File: src/rtl/tlb_4way.sv
module tlb_4way #(
  parameter int VPN_W  = 20,
  parameter int OFF_W  = 12,
  parameter int IDX_W  = 4,
  parameter int WAYS   = 4,
  parameter int PTE_W  = 32,
  parameter int G_BIT  = 8
) (
  input  logic             clk,
  input  logic             rst_n,
  input  logic             lk_req,
  input  logic [VPN_W-1:0] lk_vpn,
  input  logic [OFF_W-1:0] lk_off,
  input  logic             fill_en,
  input  logic [VPN_W-1:0] fill_vpn,
  input  logic [PTE_W-1:0] fill_pte,
  input  logic             fill_is_dir,
  input  logic             flush_task,
  input  logic             flush_all,
  output logic             rsp_valid,
  output logic             rsp_hit,
  output logic [PTE_W-1:0] rsp_pte,
  output logic             rsp_is_dir,
  output logic [PTE_W-1:0] rsp_paddr
);
  localparam int SETS  = 1 << IDX_W;
  localparam int TAG_W = VPN_W - IDX_W;
  localparam int WAY_W = $clog2(WAYS);
  localparam int FRM_W = PTE_W - OFF_W;

  logic [WAYS-1:0]  vld_q [SETS];
  logic [WAYS-1:0]  dir_q [SETS];
  logic [TAG_W-1:0] tag_q [SETS][WAYS];
  logic [PTE_W-1:0] pte_q [SETS][WAYS];
  logic [WAY_W-1:0] rr_q  [SETS];

  logic [IDX_W-1:0] lk_set, fl_set;
  logic [TAG_W-1:0] lk_tag, fl_tag;
  assign lk_set = lk_vpn[IDX_W-1:0];
  assign lk_tag = lk_vpn[VPN_W-1:IDX_W];
  assign fl_set = fill_vpn[IDX_W-1:0];
  assign fl_tag = fill_vpn[VPN_W-1:IDX_W];

  logic [WAYS-1:0] lk_match, fl_match;
  for (genvar w = 0; w < WAYS; w++) begin : g_cmp
    assign lk_match[w] = vld_q[lk_set][w] && (tag_q[lk_set][w] == lk_tag);
    assign fl_match[w] = vld_q[fl_set][w] && (tag_q[fl_set][w] == fl_tag);
  end

  logic             lk_any;
  logic [PTE_W-1:0] lk_pte;
  logic             lk_dir;
  always_comb begin
    lk_any = 1'b0;
    lk_pte = '0;
    lk_dir = 1'b0;
    for (int w = WAYS - 1; w >= 0; w--) begin
      if (lk_match[w]) begin
        lk_any = 1'b1;
        lk_pte = pte_q[lk_set][w];
        lk_dir = dir_q[lk_set][w];
      end
    end
  end

  logic             fl_go, fl_evict;
  logic [WAY_W-1:0] fl_way;
  logic             fl_found;
  assign fl_go = fill_en && !flush_task && !flush_all;
  always_comb begin
    fl_way   = rr_q[fl_set];
    fl_found = 1'b0;
    fl_evict = 1'b0;
    for (int w = WAYS - 1; w >= 0; w--) begin
      if (!vld_q[fl_set][w]) begin
        fl_way   = WAY_W'(w);
        fl_found = 1'b1;
      end
    end
    for (int w = WAYS - 1; w >= 0; w--) begin
      if (fl_match[w]) begin
        fl_way   = WAY_W'(w);
        fl_found = 1'b1;
      end
    end
    if (!fl_found) fl_evict = 1'b1;
  end

  always_ff @(posedge clk) begin
    if (!rst_n) begin
      for (int s = 0; s < SETS; s++) begin
        vld_q[s] <= '0;
        rr_q[s]  <= '0;
      end
    end else if (flush_all) begin
      for (int s = 0; s < SETS; s++) vld_q[s] <= '0;
    end else if (flush_task) begin
      for (int s = 0; s < SETS; s++)
        for (int w = 0; w < WAYS; w++)
          vld_q[s][w] <= vld_q[s][w] && pte_q[s][w][G_BIT];
    end else if (fl_go) begin
      vld_q[fl_set][fl_way] <= 1'b1;
      if (fl_evict) rr_q[fl_set] <= rr_q[fl_set] + 1'b1;
    end
  end

  always_ff @(posedge clk) begin
    if (fl_go) begin
      tag_q[fl_set][fl_way] <= fl_tag;
      pte_q[fl_set][fl_way] <= fill_pte;
      dir_q[fl_set][fl_way] <= fill_is_dir;
    end
  end

  always_ff @(posedge clk) begin
    if (!rst_n) begin
      rsp_valid  <= 1'b0;
      rsp_hit    <= 1'b0;
      rsp_pte    <= '0;
      rsp_is_dir <= 1'b0;
      rsp_paddr  <= '0;
    end else begin
      rsp_valid  <= lk_req;
      rsp_hit    <= lk_req && lk_any;
      rsp_pte    <= (lk_req && lk_any) ? lk_pte : '0;
      rsp_is_dir <= lk_req && lk_any && lk_dir;
      rsp_paddr  <= (lk_req && lk_any) ? {lk_pte[PTE_W-1:PTE_W-FRM_W], lk_off} : '0;
    end
  end

  a_r2_rsp_timing: assert property (@(posedge clk) disable iff (!rst_n)
    rsp_valid == $past(lk_req));

  a_r3_hit_in_response: assert property (@(posedge clk) disable iff (!rst_n)
    rsp_hit |-> rsp_valid);

  a_r5_offset_kept: assert property (@(posedge clk) disable iff (!rst_n)
    (lk_req && lk_any) |=> rsp_paddr[OFF_W-1:0] == $past(lk_off));

  a_r10_flush_all_clears: assert property (@(posedge clk) disable iff (!rst_n)
    (flush_all ##1 lk_req) |=> !rsp_hit);

  a_r9_task_flush_keeps_global: assert property (@(posedge clk) disable iff (!rst_n)
    (flush_task ##1 lk_req) |=> (!rsp_hit || rsp_pte[G_BIT]));

  a_r11_fill_visible: assert property (@(posedge clk) disable iff (!rst_n)
    (fl_go ##1 (lk_req && lk_vpn == $past(fill_vpn))) |=> rsp_hit);
endmodule

File: config.mk
export PLATFORM = sky130hd
export DESIGN_NAME = tlb_4way
export DESIGN_NICKNAME = d
export VERILOG_FILES = /design/src/rtl/tlb_4way.sv
export SDC_FILE = /design/constraint.sdc
export NUM_CORES = 2
export LEC_CHECK = 0
export CORE_MARGIN = 4
export CORE_UTILIZATION = 41
export CTS_BUF_LIST = sky130_fd_sc_hd__clkbuf_4
export CTS_CLUSTER_SIZE = 16
export DETAILED_ROUTE_END_ITERATION = 10
export PLACE_DENSITY = 0.63
export SLEW_MARGIN = 20
export SYNTH_ARGS = -nofsm -noshare
export SYNTH_HDL_FRONTEND = slang
export SYNTH_SLANG_ARGS = --single-unit
File: constraint.sdc
create_clock -name clk -period 21.2 [get_ports clk]
set_clock_uncertainty 0.2 [all_clocks]
set_input_delay 6.36 -clock clk [delete_from_list [all_inputs] [get_ports clk]]
set_output_delay 6.36 -clock clk [all_outputs]
set_load 0.005 [all_outputs]
# After elaboration in Yosys (flattened, before gate mapping)
# Memories as Yosys holds them, arrays and structs flattened.
# Cells that the tools add are included.
# totals
register_bits,67
ramBits,3232
in_bits,91
output_inout_bits,67
elab_cells,329
memories,5
# memory_table
name,depth,word_bits,rd,rd_clocked_by_memory_dff,wr,line,source
pte_q,16,128,17,0,1,34,logic [PTE_W-1:0] pte_q [SETS][WAYS];
tag_q,16,64,2,0,1,33,logic [TAG_W-1:0] tag_q [SETS][WAYS];
dir_q,16,4,1,0,1,32,logic [WAYS-1:0] dir_q [SETS];
vld_q,16,4,18,0,16,31,logic [WAYS-1:0] vld_q [SETS];
rr_q,16,2,1,0,16,35,logic [WAY_W-1:0] rr_q [SETS];
# op_classes
n_addsub,1
magnitude_cmp,4
eq_ne,8
mux,142
bitwise,81
reduce_logical,83
# ops
cell,count
$mux 32,5
$eq 16x16->1,8
$mux 128,1
$mux 1,100
$mux 4,22
$or 1x1->1,80
$logic_and 1x1->1,78
$demux 32 s2,1
$mux 64,1
$demux 16 s2,1
$mux 2,9
$mux 16,1
$reduce_or 4->1,1
$ge 3x3->1 const B,1
$lt 2x3->1 const B,1
$lt 3x1->1 const B,1
$not 2->3,1
$add 2x1->2 const B,1
$demux 1 s2,1
$ge 2x1->1 const B,1
$logic_not 1->1,2
$reduce_and 2->1,1
$reduce_or 2->1,1

# Depth between registers and ports, before layout
# An unclocked memory read counts as a cell.
# depth
word_depth,17
mapped_depth,18

# Least setup slack after synthesis
# OpenSTA, ideal clock, no wires.
# synth_path
path_type,in2reg
startpoint,input fill_vpn[0]
endpoint,"memory dir_q[5][0], enable pin"
setup_ns,0.577
t_arrival_ns,13.976
required_time_ns,20.423
slack_ns,6.447
stages,11
cell_sequence,buf_2 -> buf_2 -> buf_1 -> buf_2 -> mux4_2 -> mux4_2 -> nor2_1 -> o21ai_0 -> a21o_1 -> a31o_2 -> nor4_1
# synth_via
elab_chain_len,14
word_cells_on_any_way,25
# synth_rtl
item,line,source
start: declaration,15,"input logic [VPN_W-1:0] fill_vpn,"
$mem_v2 16x2 / $mem_v2 16x4 (equally long branches),n/a,
$mux 2 (4 in a row),75,if (!vld_q[fl_set][w]) begin
$mux 2 (4 in a row),81,if (fl_match[w]) begin
$lt 2x3->1 (not written as such) / $ge 2x1->1 (equally long branches),111,dir_q[fl_set][fl_way] <= fill_is_dir;
$logic_and 1x1->1 (not written as such),111,
$mux 1 (not written as such),111,
$demux 1 s2,111,
$mux 4 (not written as such),111,
end: declaration,32,
# Several ways; a longest one is shown, not always the timed one.

# Worst setup path in the final report
# layout_path
startpoint,input fill_vpn[1]
endpoint,"memory tag_q[12][0] in the netlist's numbering, enable pin"
# layout_via
elab_chain_len,15
word_cells_on_any_way,26
# layout_rtl
item,line,source
$mem_v2 16x2 / $mem_v2 16x4 (equally long branches),n/a,
$mux 2 (4 in a row),75,
$mux 2 (4 in a row),81,
$not 2->3 (not written as such),109,tag_q[fl_set][fl_way] <= fl_tag;
$ge 3x3->1 (not written as such) / $lt 3x1->1 (equally long branches),109,
$logic_and 1x1->1 (not written as such),109,
$mux 16 (not written as such),109,
$demux 16 s2,109,
$mux 64 (not written as such),109,
end: declaration,33,
# Several ways; a longest one is shown, not always the timed one.

==> results.md <==
- Setup Buffers After CTS: 0
- Max Slew Vio Count: 0
- Synth unique cells: 78
- Total congestion overflow: 0
- CTS clk-pin slew, worst paths: 0.06 ns
- Drt via density: 6.19
- Outcome: complete, no violations
- Total CTS buffers: 793
- Combinational power share: 6.1%
- Internal power: 10.1 mW
- Data required, critical path: 21.97 ns
- Final Hold Fails: 0
- Sw Pwr: 3.00 mW
- GRT Util Overall: 23.4%
- Clk_lat worst skew: 1.42 ns
- Die H: 584 µm
- Max VDD drop: 0.0570 mV
- Sequential-to-total area share from yosys stat: 71.5%
- Setup TNS: 0 ns
- Fin cells: 12000
- Nets: 7136
- PD cells: 85.5 mW/mm²
- CTS tree: built
- Die area: 0.341 mm²
- Initial DRC count: 10200
- Vias in the first global route: 75400
- Starting Density: 41.2%
- Vias after detailed routing: 74300
- Ports: 158
- Die width: 584 µm
- Placed insts: 10600
- Port bufs: 157
- Cell area after synthesis: 0.136 mm²
- Slowest stage cell, crit path: nor2_4
- Slew headroom: 20.6%
- Final Setup Violations: 0
- Hold_ws: 0.309 ns
- Most common cell after layout, fill and taps aside: edfxtp_1
- Synth Net Count: 6424
- Drt total wl: 407 mm
- Root Driver: clkbuf_4
- Unrepaired setup endpoints after global routing: no
- HP Class: reg2reg
- Site Rows: 211
- Initial antenna violation count: 23
- Synthesized area per cell: 21.5 µm²
- CP arrival: 14.00 ns
- Clk buf depth: 4
- Final worst slack: 7.96 ns
- Post-Place Worst Slack: 6.85 ns
- Most common cell on crit path: buf_4
- Post-DR wirelength/cell: 33.9 µm
- EDFF count, synth: 3168
- Global-route wire length before repair: 569 mm
- Hold Buf Count CTS: 0
- Post-layout util: 46.3%
- Clock Sinks: 3279
- Critical path peak fanout: 81
- Most frequent cells in the layout: edfxtp_1, mux4_2, clkbuf_4
- Placeable Area: 0.331 mm²
- Area growth syn-to-layout: 12.4%
- Clock network power share: 39.5%
- H-tree levels: 6
- Sw frac: 22.9%
- Share of cells above drive strength 1: 36.7%
- Critical path launch point type: input pin
- DRT antenna net count: 0
- HPWL Detailed: 233 mm
- Min cycle time layout: 13.24 ns
- Period utilization: 62.4%
- Asr flop ratio synth: 0%
- Post-Synthesis Cells: 6333
- Largest net degree at the start of global routing: 164
- Hold path cells: 2
- R2r worst-path depth: 11
- Main synth FF type: edfxtp_1
- Flops & latches, synth: 3279
- CP Cell Sequence: buf_8 -> buf_12 -> buf_4 -> mux4_2 -> mux2i_1 -> xnor2_1 -> a21o_1 -> o2111ai_1 -> a2111oi_1 -> a31oi_1 -> a211oi_1 -> nand2b_4 -> nor2_4 -> buf_4
- Max Freq: 75.5 MHz
- YS warnings: 0
- Kind of critical path: in2reg
- Pre-Repair DR Iteration Count: 6
- DR DRC count: 0
- Post-cts resize count: 0
- Leakage: 48.2 nW
- Final RePlAce weighted congestion: 0.945
- Max-cap violations: 0
- Sequential power share: 54.4%
- CP endpoint kind: register
- CP max stage delay: 1.07 ns
- Slew @ Worst Pin: 1.19 ns
==> per-stage QoR <==
| stage | cell area, µm² | total power, mW |
|---|---|---|
| 6_report | 153000 | 13.1 |
| 5_1_grt | 153000 | 13.6 |
| 4_1_cts | 153000 | 13.2 |
| 3_5_place_dp | 143000 | 8.06 |
| 3_3_place_gp | 143000 | 8.05 |
| 2_1_floorplan | 136000 | 7.73 |
==> registers in the layout, summed over array words and instances (netlist names) <==
signal,flops
rsp_paddr,12
rr_q,32
rsp_pte,32
rsp_valid,1
tag_q,1024
dir_q,64
rsp_hit,1
pte_q,2048
rsp_is_dir,1
vld_q,64
==> layer usage <==
layer / GRT usage [%] / vias up / wire length [µm]
li1: - / 29100 / -
met4: 10.9 / 26 / 20500
met5: 0.0841 / - / 206
met3: 6.13 / 984 / 43300
met2: 36.0 / 4895 / 189000
met1: 31.5 / 39300 / 154000
==> power groups by stage <==
stage | registers (mW) | logic (mW) | clock network, mW
after floorplan | 7.25 | 0.478 | 0
after global placement | 7.25 | 0.793 | 0
after detailed placement | 7.26 | 0.801 | 0
after CTS | 7.11 | 0.803 | 5.28
after global routing | 7.11 | 0.840 | 5.65
final | 7.11 | 0.805 | 5.17
==> layout make-up <==
cell class	count	area [µm²]
tap	4366	5460
antenna	6	15.0
inverter	20	75.1
clock inverter	214	1220
timing repair buffer	360	3070
fill	27700	177000
clock buffer	1172	8800
sequential	3279	97400
multi-input combinational	2591	37100
==> cell families (layout without fill, tap and decap cells) <==
kind of cell | Yosys count | in the layout | synth area share [%]
buf+inv | 463 | 1766 | 1.67
compound gates | 510 | 510 | 2.58
mux | 1466 | 1466 | 21.8
other cells | 0 | 6 | 0
simple gates | 486 | 486 | 1.67
flops | 3279 | 3279 | 71.5
xor+xnor | 129 | 129 | 0.830
==> cell usage after synthesis (all sizes together), types with 7 or more instances <==
cell,number,area (µm²)
a211oi,14,105
a21o,9,67.6
a21oi,63,315
a221oi,17,149
a22o,28,245
a22oi,48,360
and2,22,138
and3,13,81.3
buf,271,1560
clkbuf,172,646
dfxtp,111,2220
edfxtp,3168,95100
inv,14,52.6
mux2,17,191
mux2i,256,2560
mux4,1193,26900
nand2,132,495
nand2b,7,43.8
nand3,39,195
nand4,15,93.8
nor2,168,631
nor2b,14,87.6
nor3,23,120
nor4,20,146
o2111ai,7,61.3
o211ai,8,60.1
o21ai,136,681
o221a,31,349
o22ai,75,469
xnor2,90,788
xor2,39,342
==> worst paths after layout <==
path                                               from                      to  slack [ns]
worst min-delay path               vld_q[10][1]$_DFF_P_    vld_q[10][1]$_DFF_P_        0.31
worst max register to register  tag_q[15][13]$_DFFE_PP_  tag_q[12][0]$_DFFE_PP_       14.56
worst min register to register     vld_q[10][1]$_DFF_P_    vld_q[10][1]$_DFF_P_        0.31
worst max-delay path                        fill_vpn[1]  tag_q[12][0]$_DFFE_PP_        7.96
==> worst max-delay path, delay by kind of cell <==
kind	cells	cell delay, ns
buf+inv	4	2.41
compound gates	5	1.82
simple gates	2	1.66
mux	2	1.16
xor+xnor	1	0.22
No activity file was read; power rests on OpenSTA's default activity.
